--- src/rtl/mcc_pkg.sv ---
package mcc_pkg;

   localparam logic [5:0] OPC_RTYPE = 6'd0;
   localparam logic [5:0] OPC_BEQ   = 6'd4;
   localparam logic [5:0] OPC_LDI   = 6'd13;
   localparam logic [5:0] OPC_LDW   = 6'd35;
   localparam logic [5:0] OPC_STW   = 6'd43;
   localparam logic [5:0] FN_ADD    = 6'd32;
   localparam logic [5:0] FN_SUB    = 6'd34;

   typedef enum logic [3:0] {
      ALU_ADD = 4'd2,
      ALU_SUB = 4'd6
   } alu_op_e;

   typedef enum logic [3:0] {
      ST_FETCH,
      ST_DECODE,
      ST_ALU_EXE,
      ST_IMM_EXE,
      ST_ADDR,
      ST_MEM_RD,
      ST_MEM_WR,
      ST_WB_ALU,
      ST_WB_IMM,
      ST_WB_MEM,
      ST_BRANCH
   } state_e;

   typedef enum logic {
      XS_PC,
      XS_REG
   } xsel_e;

   typedef enum logic [1:0] {
      YS_FOUR,
      YS_REG,
      YS_IMM,
      YS_OFS
   } ysel_e;

   typedef struct packed {
      logic    mem_rd;
      logic    mem_wr;
      logic    addr_res;
      logic    ir_ld;
      logic    pc_ld;
      logic    pc_ld_zero;
      logic    pc_from_res;
      logic    x_ld;
      logic    y_ld;
      logic    res_ld;
      logic    mdr_ld;
      logic    rf_we;
      logic    dst_rd;
      logic    wb_mdr;
      xsel_e   xsel;
      ysel_e   ysel;
      alu_op_e alu_op;
   } ctrl_t;

endpackage

--- src/rtl/mcc_alu.sv ---
module mcc_alu
   import mcc_pkg::*;
#(
   parameter int unsigned W = 32
) (
   input  logic [W-1:0] a,
   input  logic [W-1:0] b,
   input  alu_op_e      op,
   output logic [W-1:0] y,
   output logic         zero
);

   if (W < 8) begin : g_bad_w
      $error("mcc_alu: W must be at least 8");
   end

   always_comb begin
      unique case (op)
         ALU_SUB: y = a - b;
         default: y = a + b;
      endcase
   end

   assign zero = (y == '0);

endmodule

--- src/rtl/mcc_regfile.sv ---
module mcc_regfile #(
   parameter int unsigned W       = 32,
   parameter int unsigned DEPTH   = 32,
   parameter bit          R0_ZERO = 1'b1,
   localparam int unsigned AW     = $clog2(DEPTH)
) (
   input  logic          clk,
   input  logic          rst_n,
   input  logic [AW-1:0] ra_addr,
   output logic [W-1:0]  ra_data,
   input  logic [AW-1:0] rb_addr,
   output logic [W-1:0]  rb_data,
   input  logic          we,
   input  logic [AW-1:0] waddr,
   input  logic [W-1:0]  wdata
);

   logic [W-1:0] regs [DEPTH];
   logic         wr_ok;

   if (DEPTH < 2 || (1 << AW) != DEPTH) begin : g_bad_depth
      $error("mcc_regfile: DEPTH must be a power of two, at least 2");
   end

   if (R0_ZERO) begin : g_r0_hard
      assign wr_ok   = we && (waddr != '0);
      assign ra_data = (ra_addr == '0) ? '0 : regs[ra_addr];
      assign rb_data = (rb_addr == '0) ? '0 : regs[rb_addr];
   end else begin : g_r0_plain
      assign wr_ok   = we;
      assign ra_data = regs[ra_addr];
      assign rb_data = regs[rb_addr];
   end

   always_ff @(posedge clk or negedge rst_n) begin
      if (!rst_n) begin
         regs <= '{default: '0};
      end else if (wr_ok) begin
         regs[waddr] <= wdata;
      end
   end

endmodule

--- src/rtl/mcc_ctrl.sv ---
module mcc_ctrl
   import mcc_pkg::*;
(
   input  logic       clk,
   input  logic       rst_n,
   input  logic [5:0] opcode,
   input  logic [5:0] funct,
   input  logic [4:0] shamt,
   output state_e     state,
   output ctrl_t      ctl
);

   state_e st_q, st_d;
   logic   rtype_ok;

   assign rtype_ok = ((funct == FN_ADD) || (funct == FN_SUB)) && (shamt == 5'd0);
   assign state    = st_q;

   always_ff @(posedge clk or negedge rst_n) begin
      if (!rst_n) st_q <= ST_FETCH;
      else        st_q <= st_d;
   end

   always_comb begin
      st_d = ST_FETCH;
      unique case (st_q)
         ST_FETCH:   st_d = ST_DECODE;
         ST_DECODE: begin
            unique case (opcode)
               OPC_RTYPE:        st_d = rtype_ok ? ST_ALU_EXE : ST_FETCH;
               OPC_LDI:          st_d = ST_IMM_EXE;
               OPC_LDW, OPC_STW: st_d = ST_ADDR;
               OPC_BEQ:          st_d = ST_BRANCH;
               default:          st_d = ST_FETCH;
            endcase
         end
         ST_ALU_EXE: st_d = ST_WB_ALU;
         ST_IMM_EXE: st_d = ST_WB_IMM;
         ST_ADDR:    st_d = (opcode == OPC_LDW) ? ST_MEM_RD : ST_MEM_WR;
         ST_MEM_RD:  st_d = ST_WB_MEM;
         default:    st_d = ST_FETCH;
      endcase
   end

   always_comb begin
      ctl.mem_rd      = 1'b0;
      ctl.mem_wr      = 1'b0;
      ctl.addr_res    = 1'b0;
      ctl.ir_ld       = 1'b0;
      ctl.pc_ld       = 1'b0;
      ctl.pc_ld_zero  = 1'b0;
      ctl.pc_from_res = 1'b0;
      ctl.x_ld        = 1'b0;
      ctl.y_ld        = 1'b0;
      ctl.res_ld      = 1'b0;
      ctl.mdr_ld      = 1'b0;
      ctl.rf_we       = 1'b0;
      ctl.dst_rd      = 1'b0;
      ctl.wb_mdr      = 1'b0;
      ctl.xsel        = XS_REG;
      ctl.ysel        = YS_REG;
      ctl.alu_op      = ALU_ADD;
      unique case (st_q)
         ST_FETCH: begin
            ctl.mem_rd = 1'b1;
            ctl.ir_ld  = 1'b1;
            ctl.xsel   = XS_PC;
            ctl.ysel   = YS_FOUR;
            ctl.pc_ld  = 1'b1;
         end
         ST_DECODE: begin
            ctl.x_ld   = 1'b1;
            ctl.y_ld   = 1'b1;
            ctl.xsel   = XS_PC;
            ctl.ysel   = YS_OFS;
            ctl.res_ld = 1'b1;
         end
         ST_ALU_EXE: begin
            ctl.alu_op = (funct == FN_SUB) ? ALU_SUB : ALU_ADD;
            ctl.res_ld = 1'b1;
         end
         ST_IMM_EXE, ST_ADDR: begin
            ctl.ysel   = YS_IMM;
            ctl.res_ld = 1'b1;
         end
         ST_MEM_RD: begin
            ctl.mem_rd   = 1'b1;
            ctl.addr_res = 1'b1;
            ctl.mdr_ld   = 1'b1;
         end
         ST_MEM_WR: begin
            ctl.mem_wr   = 1'b1;
            ctl.addr_res = 1'b1;
         end
         ST_WB_ALU: begin
            ctl.rf_we  = 1'b1;
            ctl.dst_rd = 1'b1;
         end
         ST_WB_IMM: ctl.rf_we = 1'b1;
         ST_WB_MEM: begin
            ctl.rf_we  = 1'b1;
            ctl.wb_mdr = 1'b1;
         end
         ST_BRANCH: begin
            ctl.alu_op      = ALU_SUB;
            ctl.pc_ld_zero  = 1'b1;
            ctl.pc_from_res = 1'b1;
         end
         default: ;
      endcase
   end

   // cycle index within the current instruction, kept apart from the state register
   logic [2:0] len_q;
   always_ff @(posedge clk or negedge rst_n) begin
      if (!rst_n)                 len_q <= 3'd1;
      else if (st_d == ST_FETCH)  len_q <= 3'd1;
      else                        len_q <= len_q + 3'd1;
   end

   AST_FETCH_THEN_DECODE: assert property (@(posedge clk) disable iff (!rst_n) (st_q == ST_FETCH) |=> (st_q == ST_DECODE));
   AST_ALU_LEN:    assert property (@(posedge clk) disable iff (!rst_n) (st_q == ST_WB_ALU) |-> (len_q == 3'd4));
   AST_IMM_LEN:    assert property (@(posedge clk) disable iff (!rst_n) (st_q == ST_WB_IMM) |-> (len_q == 3'd4));
   AST_LOAD_LEN:   assert property (@(posedge clk) disable iff (!rst_n) (st_q == ST_WB_MEM) |-> (len_q == 3'd5));
   AST_STORE_LEN:  assert property (@(posedge clk) disable iff (!rst_n) (st_q == ST_MEM_WR) |-> (len_q == 3'd4));
   AST_BRANCH_LEN: assert property (@(posedge clk) disable iff (!rst_n) (st_q == ST_BRANCH) |-> (len_q == 3'd3));

endmodule

--- src/rtl/mc_cpu_core.sv ---
module mc_cpu_core
   import mcc_pkg::*;
#(
   parameter int unsigned DATA_W   = 32,
   parameter int unsigned RF_DEPTH = 32,
   parameter logic [DATA_W-1:0] RESET_PC = '0,
   parameter bit          R0_ZERO  = 1'b1
) (
   input  logic              clk,
   input  logic              rst_n,
   output logic [DATA_W-1:0] mem_addr,
   output logic              mem_rd,
   output logic              mem_wr,
   output logic [DATA_W-1:0] mem_wdata,
   input  logic [DATA_W-1:0] mem_rdata
);

   localparam int unsigned RF_AW = $clog2(RF_DEPTH);
   localparam logic [DATA_W-1:0] PC_STEP = {{(DATA_W-3){1'b0}}, 3'd4};

   if (DATA_W != 32) begin : g_bad_width
      $error("mc_cpu_core: the instruction format fixes DATA_W at 32");
   end
   if (RF_DEPTH > 32) begin : g_bad_depth
      $error("mc_cpu_core: register fields are 5 bits, RF_DEPTH at most 32");
   end
   if (RESET_PC[1:0] != 2'b00) begin : g_bad_pc
      $error("mc_cpu_core: RESET_PC must be word aligned");
   end

   state_e state;
   ctrl_t  ctl;

   logic [DATA_W-1:0] pc_q, ir_q, x_q, y_q, res_q, mdr_q;
   logic [DATA_W-1:0] alu_a, alu_b, alu_y;
   logic              alu_zero;
   logic [DATA_W-1:0] imm_sx, ofs_sh;
   logic [DATA_W-1:0] rf_ra, rf_rb, rf_wdata;
   logic [4:0]        rs_f, rt_f, rd_f, wb_f;

   assign rs_f   = ir_q[25:21];
   assign rt_f   = ir_q[20:16];
   assign rd_f   = ir_q[15:11];
   assign imm_sx = {{(DATA_W-16){ir_q[15]}}, ir_q[15:0]};
   assign ofs_sh = {imm_sx[DATA_W-3:0], 2'b00};

   mcc_ctrl u_ctrl (
      .clk    (clk),
      .rst_n  (rst_n),
      .opcode (ir_q[31:26]),
      .funct  (ir_q[5:0]),
      .shamt  (ir_q[10:6]),
      .state  (state),
      .ctl    (ctl)
   );

   always_comb begin
      unique case (ctl.xsel)
         XS_PC:   alu_a = pc_q;
         default: alu_a = x_q;
      endcase
      unique case (ctl.ysel)
         YS_FOUR: alu_b = PC_STEP;
         YS_REG:  alu_b = y_q;
         YS_IMM:  alu_b = imm_sx;
         default: alu_b = ofs_sh;
      endcase
   end

   mcc_alu #(.W(DATA_W)) u_alu (
      .a    (alu_a),
      .b    (alu_b),
      .op   (ctl.alu_op),
      .y    (alu_y),
      .zero (alu_zero)
   );

   assign wb_f     = ctl.dst_rd ? rd_f : rt_f;
   assign rf_wdata = ctl.wb_mdr ? mdr_q : res_q;

   mcc_regfile #(.W(DATA_W), .DEPTH(RF_DEPTH), .R0_ZERO(R0_ZERO)) u_rf (
      .clk     (clk),
      .rst_n   (rst_n),
      .ra_addr (rs_f[RF_AW-1:0]),
      .ra_data (rf_ra),
      .rb_addr (rt_f[RF_AW-1:0]),
      .rb_data (rf_rb),
      .we      (ctl.rf_we),
      .waddr   (wb_f[RF_AW-1:0]),
      .wdata   (rf_wdata)
   );

   always_ff @(posedge clk or negedge rst_n) begin
      if (!rst_n) begin
         pc_q  <= RESET_PC;
         ir_q  <= '0;
         x_q   <= '0;
         y_q   <= '0;
         res_q <= '0;
         mdr_q <= '0;
      end else begin
         if (ctl.pc_ld || (ctl.pc_ld_zero && alu_zero))
            pc_q <= ctl.pc_from_res ? res_q : alu_y;
         if (ctl.ir_ld)  ir_q  <= mem_rdata;
         if (ctl.x_ld)   x_q   <= rf_ra;
         if (ctl.y_ld)   y_q   <= rf_rb;
         if (ctl.res_ld) res_q <= alu_y;
         if (ctl.mdr_ld) mdr_q <= mem_rdata;
      end
   end

   assign mem_addr  = ctl.addr_res ? res_q : pc_q;
   assign mem_rd    = ctl.mem_rd;
   assign mem_wr    = ctl.mem_wr;
   assign mem_wdata = y_q;

   AST_RESET_FETCH:  assert property (@(posedge clk) disable iff (!rst_n) $rose(rst_n) |-> (mem_rd && mem_addr == RESET_PC));
   AST_PC_STEP:      assert property (@(posedge clk) disable iff (!rst_n) (state == ST_FETCH) |=> (pc_q == $past(pc_q) + PC_STEP));
   AST_QUIET_DECODE: assert property (@(posedge clk) disable iff (!rst_n) (state == ST_DECODE) |-> (!mem_rd && !mem_wr && !ctl.rf_we));
   AST_LOAD_WB:      assert property (@(posedge clk) disable iff (!rst_n) (state == ST_MEM_RD) |=> (ctl.rf_we && rf_wdata == $past(mem_rdata)));
   AST_ONE_MEM_OP:   assert property (@(posedge clk) disable iff (!rst_n) !(mem_rd && mem_wr));
   AST_BR_TAKEN:     assert property (@(posedge clk) disable iff (!rst_n) (state == ST_BRANCH && x_q == y_q) |=> (pc_q == $past(res_q)));
   AST_BR_FALL:      assert property (@(posedge clk) disable iff (!rst_n) (state == ST_BRANCH && x_q != y_q) |=> $stable(pc_q));

   if (R0_ZERO) begin : g_r0_chk
      AST_R0_READS_ZERO: assert property (@(posedge clk) disable iff (!rst_n) (state == ST_DECODE && rs_f == 5'd0) |=> (x_q == '0));
   end

endmodule

--- config.mk ---
export PLATFORM = sky130hd
export DESIGN_NAME = mc_cpu_core
export DESIGN_NICKNAME = d
export VERILOG_FILES = /design/src/rtl/mcc_pkg.sv /design/src/rtl/mcc_alu.sv /design/src/rtl/mcc_regfile.sv /design/src/rtl/mcc_ctrl.sv /design/src/rtl/mc_cpu_core.sv
export SDC_FILE = /design/constraint.sdc
export NUM_CORES = 2
export LEC_CHECK = 0
export CAP_MARGIN = 20
export CORE_ASPECT_RATIO = 2
export CORE_UTILIZATION = 47
export CTS_CLUSTER_DIAMETER = 100
export DETAILED_ROUTE_END_ITERATION = 6
export GPL_ROUTABILITY_DRIVEN = 0
export REMOVE_ABC_BUFFERS = 1
export SLEW_MARGIN = 20
export SYNTH_ARGS = -nofsm -noshare
export SYNTH_HDL_FRONTEND = slang
export SYNTH_SLANG_ARGS = --single-unit
--- constraint.sdc ---
create_clock -name clk -period 15.15 [get_ports clk]
set_clock_uncertainty 0.1 [all_clocks]
set_input_delay 3.03 -clock clk [delete_from_list [all_inputs] [get_ports clk]]
set_output_delay 3.03 -clock clk [all_outputs]
set_load 0.02 [all_outputs]
==> metrics <==
worst slew pin tran=approximately 1200 ps; WP data arrival=~8500 ps; antenna violations before repair=5; dominant cell type by area after synthesis=dfrtp_1; CP Launch Type=flop; commonest cells after routing, fill and taps aside=1,210 x dfrtp_1, 625 x nand2_1, 612 x a21oi_1; Synth area leaders=dfrtp_1 47%, mux4_2 18%, a21oi_1 4.8%; largest stage delay on the critical path=just under 700 ps; Worst Setup Path Type=reg -> reg; largest net degree at the start of global routing=roughly 180; DRC=0; Top delay family on crit path=simple AND/OR/NAND/NOR gates; post-synthesis instance area=between 60,000 and 70,000 µm²; TritonCTS clock tree=yes; RR Endpoint=pc_q[0]; WHS Endpoint=u_rf.regs[993]; total grt overflow=0; nets=~5,600; core area=roughly 140,000 µm²; design area=between 70,000 and 80,000 µm²; min Tclk post-route=between 7000 and 8000 ps; post_cts resized=0; Vias=47,700; Placement Cell Area=between 60,000 and 70,000 µm²; final WL=about 220,000 µm; Post-synth EDFFs=0; IR drop worst, VDD=around 0.15 mV; Clock Latency Late Sink=~750 ps; crit end category=flop; Total Neg Setup Slack=0 ps; post-synth cell types=between 90 and 100; Max clock buf depth=3; Post-Synth Simple-Gate Area=between 9 and 10%; Cells after Synth=between 5,000 and 6,000; max_cap viols=0; post-DP HPWL=approximately 140,000 µm; DR WL/cell=a little over 30 µm; status=finished, final reports clean; Tcrit/Tclk final=a little over half; Final Non-Filler Cells=around 7,400; sequential element share of the synthesized area=47.5%; synthesis-stage register bit count=1,220; CTS Buf Count=roughly 110; Sink Count=1,220; Worst EP required=15,680 ps; worst setup margin=7170 ps; top-area cell type share of the netlist area=a little under half; Initial DRT Pass Iterations=7; Synth Area in Adders=0.654%; critical path cell sequence=buf_4, or4b_4, o221ai_1, and3_1, and4_4, and2_4, nor3b_1, nor2_1, xor2_1, ha_1, a21oi_1, o21ai_1, a311o_1, nor2_1, xnor2_1, or2_0, or4_1, nor4_4, or2_2, buf_4, mux2_1; Hold Crit Start=u_rf.regs[993]; io pins=100; RSZ-0062 raised after global routing=no; vias in the first global route=48,300; syn_area_per_cell=approximately 11 µm²; Placed Cells=7,143; CP startpoint=u_ctrl.state[0]; DRT iter0 DRCs=4,586; dpl ws=7310 ps; Vias/cell=~6.5; number of H-tree levels=3; worst path bufs/invs=2; most common cell after layout, fill and taps aside=dfrtp_1; worst reg2reg setup slack=7170 ps; # setup viols final=0; postcts setup bufs=0; DIE HEIGHT=roughly 530 µm; Util after Layout=about 52%; multiplexer area fraction after synthesis=approximately 25%; Max-slew headroom=a little under a quarter; Lkg Pwr=roughly 30 nW; largest family of logic cells by synthesized area=multiplexers; Tot Pwr=roughly 16 mW; Main synth FF type=dfrtp_1; final hold violation count=0; cells on worst reg2reg path=21; clk slew on worst S/H paths=70 ps; R2R Path Start=u_ctrl.state[0]; global-route usage over all layers=32.7%; Buffers on Ports=99; FFs w/ async S/R, synth=100%; Initial Utilization=between 40% and 50%; share of cells above drive strength 1=a little over a fifth; yosys warns=0; chip width=264 µm; hold slack=between 200 and 300 ps; fill count=11,700; Achievable Freq=125 MHz; HP Class=reg -> reg; Synth Area in Compound Gates=13.4%; clock root buffer=clkbuf_16; power per cell area=228 nW/µm²; crit-path max FO=39; Syn-to-layout area delta=9.96%; ANT nets after route=0; xor and xnor area share after synthesis=less than 1%; worst hold stages=0; hold buffers post-CTS=0; Die Area=between 100,000 and 150,000 µm²; row cnt=roughly 190; first-pass GRT wire length=roughly 330,000 µm; Critical-path top delay cell=or4b_4; max-slew violations=0
## sequential cells by signal (all words and copies together), names as in the netlist
register	cells
ir_q	32
mdr_q	32
mem_wdata	32
pc_q	32
res_q	32
u_ctrl.state	4
u_rf.regs	1024
x_q	32
## worst max-delay path by stage
stage,endpoint,slack [ps],depth (start not counted)
2_1_floorplan,u_rf.regs[640],-60,4
6_report,pc_q[0],7170,21
4_1_cts,pc_q[0],7310,21
3_5_place_dp,pc_q[0],7310,21
3_3_place_gp,pc_q[0],7420,21
5_1_grt,pc_q[0],6780,25
## area by class of cell
cell class / instances / area (µm²) / share of cell area [%]
multi-input combinational: 3934 / 31800 / 45.0
sequential: 1220 / 30600 / 43.2
clock buffer: 162 / 3290 / 4.66
tap: 1737 / 2170 / 3.07
timing repair buffer: 228 / 2110 / 2.99
clock inverter: 42 / 644 / 0.911
inverter: 27 / 101 / 0.143
antenna: 1 / 2.50 / 0.00354
## metal layers
layer / global-route usage [%] / up-vias / part of all wire [%]
met5: 0 / - / 0.0045
met4: 20.3 / 2 / 7.1
met3: 4.66 / 671 / 6.6
met2: 54.8 / 2058 / 49
met1: 39.8 / 24500 / 37
li1: - / 20500 / -
## logic make-up after synthesis
| group | count (synthesis) |
|---|---|
| flops | 1220 |
| compound gates | 1519 |
| xor+xnor | 51 |
| fa+ha+maj | 33 |
| buf+inv | 611 |
| simple gates | 1431 |
| mux | 900 |
## report_power, final
part | leakage (nW) | switching (mW) | internal [mW] | total, mW
combinational | 11.7 | 4.56 | 3.25 | 7.80
clock | 1.96 | 1.31 | 1.78 | 3.09
sequential | 16.5 | 1.01 | 4.20 | 5.22
total | 30.2 | 6.88 | 9.23 | 16.1
## worst register-to-register path, delay by kind of cell, from the launching register on
family	cells	cell delay (ps)
AOI/OAI and AO/OA	4	1200
and+or+nand+nor	11	4180
muxes	1	400
buffers and inverters	2	850
adders and majority gates	1	360
xor gates and xnor gates	2	440
DFF	1	330
## synth_stat cells (27+ instances only)
cell type	count
nand2_1	639
clkbuf_1	492
mux2_2	210
ha_1	32
a22o_1	33
a21oi_1	612
o221ai_1	30
mux2i_1	141
a211oi_1	27
nand2b_1	33
o21ai_0	588
xnor2_1	28
o22ai_1	60
buf_1	57
dfrtp_1	1220
mux4_2	522
nor2b_1	32
nor2_1	599
(Power assumes the default switching activity.)
